$ cat src/rtl/timer_pkg.sv
package timer_pkg;

  typedef enum logic [2:0] {
    PH_IDLE,
    PH_SET_HI,
    PH_SET_LO,
    PH_RUN,
    PH_STOP
  } phase_t;

  // Strobes from the controller to the two digit cells.
  typedef struct packed {
    logic hiUp;
    logic hiDn;
    logic loUp;
    logic loDn;
  } digit_strobe_t;

endpackage

$ cat src/rtl/timer_digit.sv
module timer_digit #(
  parameter int W    = 4,
  parameter int MAXV = 9
) (
  input  logic         clk,
  input  logic         rstN,
  input  logic         countUp,
  input  logic         countDn,
  output logic [W-1:0] value,
  output logic         atZero
);

  localparam logic [W-1:0] TopVal = W'(MAXV);

  logic         atMax;
  logic [W-1:0] nextVal;

  assign atZero = (value == '0);
  assign atMax  = (value == TopVal);

  // Both strobes or neither: hold.
  always_comb begin
    nextVal = value;
    if (countUp && !countDn) begin
      nextVal = atMax ? '0 : value + W'(1);
    end else if (countDn && !countUp) begin
      nextVal = atZero ? TopVal : value - W'(1);
    end
  end

  always_ff @(posedge clk) begin
    if (!rstN) value <= '0;
    else       value <= nextVal;
  end

endmodule

$ cat src/rtl/timer_datapath.sv
module timer_datapath
  import timer_pkg::*;
#(
  parameter int W    = 4,
  parameter int MAXV = 9
) (
  input  logic          clk,
  input  logic          rstN,
  input  digit_strobe_t strobe,
  output logic [W-1:0]  tensVal,
  output logic [W-1:0]  onesVal,
  output logic          tensZero,
  output logic          onesZero
);

  localparam int NumDigits = 2;

  logic [NumDigits-1:0] upVec;
  logic [NumDigits-1:0] dnVec;
  logic [NumDigits-1:0] zeroVec;
  logic [W-1:0]         valVec [NumDigits];

  // Index 0 is the ones digit, index 1 the tens digit.
  assign upVec = {strobe.hiUp, strobe.loUp};
  assign dnVec = {strobe.hiDn, strobe.loDn};

  for (genvar d = 0; d < NumDigits; d++) begin : gDigit
    timer_digit #(.W(W), .MAXV(MAXV)) uCell (
      .clk     (clk),
      .rstN    (rstN),
      .countUp (upVec[d]),
      .countDn (dnVec[d]),
      .value   (valVec[d]),
      .atZero  (zeroVec[d])
    );
  end

  assign onesVal  = valVec[0];
  assign tensVal  = valVec[1];
  assign onesZero = zeroVec[0];
  assign tensZero = zeroVec[1];

endmodule

$ cat src/rtl/timer_control.sv
module timer_control
  import timer_pkg::*;
(
  input  logic          clk,
  input  logic          rstN,
  input  logic          startStop,
  input  logic          setTens,
  input  logic          setOnes,
  input  logic          tick,
  input  logic          tensZero,
  input  logic          onesZero,
  output digit_strobe_t strobe,
  output logic          alarm
);

  phase_t phase, nextPhase;
  logic   nextAlarm;
  logic   bothZero;

  assign bothZero = tensZero & onesZero;

  always_comb begin
    nextPhase = phase;
    nextAlarm = alarm;
    strobe    = '0;
    unique case (phase)
      PH_IDLE, PH_STOP: begin
        if (startStop)    nextPhase = PH_RUN;
        else if (setTens) nextPhase = PH_SET_HI;
        else if (setOnes) nextPhase = PH_SET_LO;
      end
      PH_SET_HI: begin
        if (startStop)    nextPhase = PH_RUN;
        else if (setTens) strobe.hiUp = 1'b1;
        else if (setOnes) nextPhase = PH_SET_LO;
      end
      PH_SET_LO: begin
        if (startStop)    nextPhase = PH_RUN;
        else if (setOnes) strobe.loUp = 1'b1;
        else if (setTens) nextPhase = PH_SET_HI;
      end
      PH_RUN: begin
        if (startStop) begin
          if (alarm) begin
            nextPhase = PH_IDLE;
            nextAlarm = 1'b0;
          end else begin
            nextPhase = PH_STOP;
          end
        end else if (!alarm) begin
          if (bothZero) begin
            nextAlarm = 1'b1;
          end else if (tick) begin
            strobe.loDn = 1'b1;
            strobe.hiDn = onesZero;  // borrow from tens
          end
        end
      end
      default: nextPhase = PH_IDLE;
    endcase
  end

  always_ff @(posedge clk) begin
    if (!rstN) begin
      phase <= PH_IDLE;
      alarm <= 1'b0;
    end else begin
      phase <= nextPhase;
      alarm <= nextAlarm;
    end
  end

endmodule

$ cat src/rtl/bcd_countdown_timer.sv
module bcd_countdown_timer
  import timer_pkg::*;
#(
  parameter int DIGIT_W   = 4,
  parameter int DIGIT_MAX = 9
) (
  input  logic               clk,
  input  logic               rstN,
  input  logic               startStopBtn,
  input  logic               setTensBtn,
  input  logic               setOnesBtn,
  input  logic               tick,
  output logic [DIGIT_W-1:0] tensDigit,
  output logic [DIGIT_W-1:0] onesDigit,
  output logic               alarm
);

  digit_strobe_t strobe;
  logic          tensZero;
  logic          onesZero;

  timer_control uCtrl (
    .clk       (clk),
    .rstN      (rstN),
    .startStop (startStopBtn),
    .setTens   (setTensBtn),
    .setOnes   (setOnesBtn),
    .tick      (tick),
    .tensZero  (tensZero),
    .onesZero  (onesZero),
    .strobe    (strobe),
    .alarm     (alarm)
  );

  timer_datapath #(.W(DIGIT_W), .MAXV(DIGIT_MAX)) uData (
    .clk      (clk),
    .rstN     (rstN),
    .strobe   (strobe),
    .tensVal  (tensDigit),
    .onesVal  (onesDigit),
    .tensZero (tensZero),
    .onesZero (onesZero)
  );

endmodule

$ cat config.mk
export PLATFORM = sky130hd
export DESIGN_NAME = bcd_countdown_timer
export DESIGN_NICKNAME = d
export VERILOG_FILES = /design/src/rtl/timer_pkg.sv /design/src/rtl/timer_digit.sv /design/src/rtl/timer_datapath.sv /design/src/rtl/timer_control.sv /design/src/rtl/bcd_countdown_timer.sv
export SDC_FILE = /design/constraint.sdc
export NUM_CORES = 1
export LEC_CHECK = 0
export BUFFER_PORTS_ARGS = -buffer_cell sky130_fd_sc_hd__buf_4
export CAP_MARGIN = 10
export CORE_MARGIN = 2
export CORE_UTILIZATION = 39
export CTS_BUF_LIST = sky130_fd_sc_hd__clkbuf_8
export DETAILED_ROUTE_END_ITERATION = 10
export PLACE_DENSITY = 0.57
export SYNTH_ARGS = -nofsm -noshare
export SYNTH_HDL_FRONTEND = slang
export SYNTH_SLANG_ARGS = --single-unit
$ cat constraint.sdc
create_clock -name clk -period 4.3 [get_ports clk]
set_input_delay 0.43 -clock clk [delete_from_list [all_inputs] [get_ports clk]]
set_output_delay 0.43 -clock clk [all_outputs]
set_load 0.05 [all_outputs]
==> flow_summary_export.csv <==
group,metric,value,unit
outcome,status,"finished clean",
worst_setup_path,start_kind,"register",
synthesis,synth_edf_count,0,
synthesis,syn_inst,121,
cts,cts_resized,0,
worst_setup_path,cp.required,4.46,ns
cts,cts.sinks,12,
run,max_cap_viol_count,0,
worst_setup_path,critical_path.slowest_cell,"dfxtp_1",
detailed_routing,routedWlPerCell,12.2,um
synthesis,synth_area_leader_cell,"dfxtp_1",
worst_setup_path,crit_fanout,9,
cts,cts_buffers,3,
cts,cts_tree,"yes",
detailed_routing,first_pass_iters,4,
grt,grt_usage,15.6,%
power_and_ir_drop,vdd_drop_max,0.120,mV
timing,setup_tns,0,ns
timing,worst_pin_slew,0.442,ns
worst_setup_path,cp.arrival,2.60,ns
final_layout,layout-drive-gt1-share,17.5,%
detailed_routing,via_per_inst,5.68,
cts,clk_latency,0.24,ns
die,top_level_ports,15,
synthesis,synth_nets,129,
synthesis,synthArstFlopShare,0,%
final_layout,final_cells,154,
grt,first_global_vias,759,
detailed_routing,initialDrtViolationCount,12,
synthesis,yosys-top-cells-area,"dfxtp_1 27%, a21oi_1 6.1%, o21ai_0 6.1%, nor2_1 3.3%, o31ai_1 3.3%",
die,row_count,17,
detailed_routing,via_count,875,
timing,report.final.slew_viol_count,0,
worst_setup_path,crit_chain,"nand3b_1, nor4b_1, o31ai_1, ha_1, or4_1, a21oi_1, o21ai_0, a31oi_1",
worst_setup_path,reg2regPathDepth,8,
timing,fin_skew,0.00326,ns
cts,cts_root_buf,"clkbuf_8",
synthesis,synth_area_per_cell,7.47,sq um
cts,cts_setup_buffers,0,
die,die_area,2720,sq um
detailed_routing,ant_nets,0,
timing,slew_headroom,70.5,%
worst_setup_path,critPathMaxStageDelay,0.46,ns
grt,antenna_found_initial,0,
timing,fin_crit_sh,56.7,%
place,hpwl,1.35,mm
min_path,hold_depth,2,
worst_setup_path,setup.worst_path.class,"reg -> reg",
grt,grt_pass1_wl,3.21,mm
grt,grt_overflow,0,
power_and_ir_drop,totalPowerFinal,329,uW
synthesis,synth_warnings,0,
detailed_routing,wl,1.89,mm
synthesis,ys_ff_latch,12,
cts,clkTransAtPathRegs,0.05,ns
detailed_routing,drcViolationCount,0,
cts,htreeDepth,1,
timing,fmax,410,MHz
timing,period_minus_slack,2.44,ns
cts,clockBufferDepth,2,
grt,grt_start_max_net_pins,14,
synthesis,synth-seq-area-share,26.6,%
timing,final-setup-viol-count,0,
synthesis,synth_cell_types,44,
min_path,worstHoldPathType,"in -> reg",
place,io_buffers,14,
die,start_util,41.2,%
synthesis,yosys.area.top_type_share,26.6,%
timing,rsz0062_at_grt,"false",
final_layout,antenna_cells,0,
timing,hold_viol,0,
synthesis,synthesis.area,903,sq um
die,dieWidth,52.1,um
final_layout,syn2layout_area_growth,14.1,%
die,die_height,52.1,um
die,coreArea,2190,sq um
power_and_ir_drop,cellPowerDensity,319,nW/um^2
cts,hold_buffers,0,
power_and_ir_drop,leakagePower,0.433,nW
worst_setup_path,end_kind,"register",
synthesis,ys.flop_type,"dfxtp_1",
place,gp_congestion,0.773,
final_layout,finalNetCount,135,
place,place_inst,150,
-- report_power, final --
part / switching, mW / internal, mW
registers: 0.0153 / 0.118
clock network: 0.0397 / 0.0807
logic: 0.0430 / 0.0316
-- path summary, 6_finish.rpt --
path / from / end / slack [ns]
worst max register to register: uCtrl.phase[1] / uData.gDigit[0].uCell.value[3] / 1.86
worst min register to register: uData.gDigit[0].uCell.value[3] / uData.gDigit[0].uCell.value[3] / 0.52
worst max-delay path: uCtrl.phase[1] / uData.gDigit[0].uCell.value[3] / 1.86
worst min-delay path: startStopBtn / uCtrl.phase[1] / 0.47
-- cell type report --
class | instances | area [sq um]
inverters | 6 | 22.5
repair buffers | 14 | 105
well taps | 28 | 35.0
clock buffers | 4 | 55.1
fillers | 227 | 1160
flip-flops and latches | 12 | 240
multi-input cells | 90 | 573
-- synthesized netlist by cell type, drive strengths merged, types with 3 or more instances --
master   n
clkbuf   6
inv      6
nor2     8
nand3    4
a21oi   11
o21ai   11
o31ai    4
nor3     5
dfxtp   12
buf      7
xnor2    3
nand2    6
-- logic make-up after synthesis --
kind of cell / share of synthesized area (%)
xor gates and xnor gates: 4.85
and+or+nand+nor: 27.4
buffers and inverters: 9.97
AOI/OAI and AO/OA: 28.4
DFF: 26.6
adders and majority gates: 2.77
-- layer usage --
layer	wire length [um]	track usage (%)	part of all wire (%)	up-vias
met2	859	25.3	46	15
met3	76	2.87	4.0	2
li1	-	-	-	450
met1	940	20.3	50	408
met4	9	6.41	0.48	0
met5	0	0	0	-
-- registers in the layout, summed over array words and instances, names as in the netlist --
signal,flops
uData.gDigit.uCell.value,8
uCtrl.alarm,1
uCtrl.phase,3
-- through the flow --
stage | instance area (sq um) | hold slack, ns | utilization [%] | setup slack, ns
after global routing | 1030 | 0.470 | 47.1 | 1.63
after CTS | 1030 | 0.463 | 47.1 | 1.88
after detailed placement | 976 | 0.522 | 44.5 | 1.90
final | 1030 | 0.468 | 47.1 | 1.86
after floorplan | 903 | 0.623 | - | 1.86
after global placement | 976 | 0.511 | 44.5 | 2.01
-- critical path, delay by kind of cell (launching register included) --
kind	cells	cell delay (ns)
flops	1	0.46
simple gates	3	1.07
fa+ha+maj	1	0.31
compound gates	4	0.53
-- layout by cell type, fill, tap and decap left out, types with 4 or more instances in the layout --
cell	instances
a21oi_1	11
nor2_1	8
o31ai_1	4
nand3_1	4
buf_4	14
dfxtp_1	12
inv_1	6
o21ai_0	11
nand2_1	6
clkbuf_8	4
nor3_1	5
(Power assumes the default switching activity.)
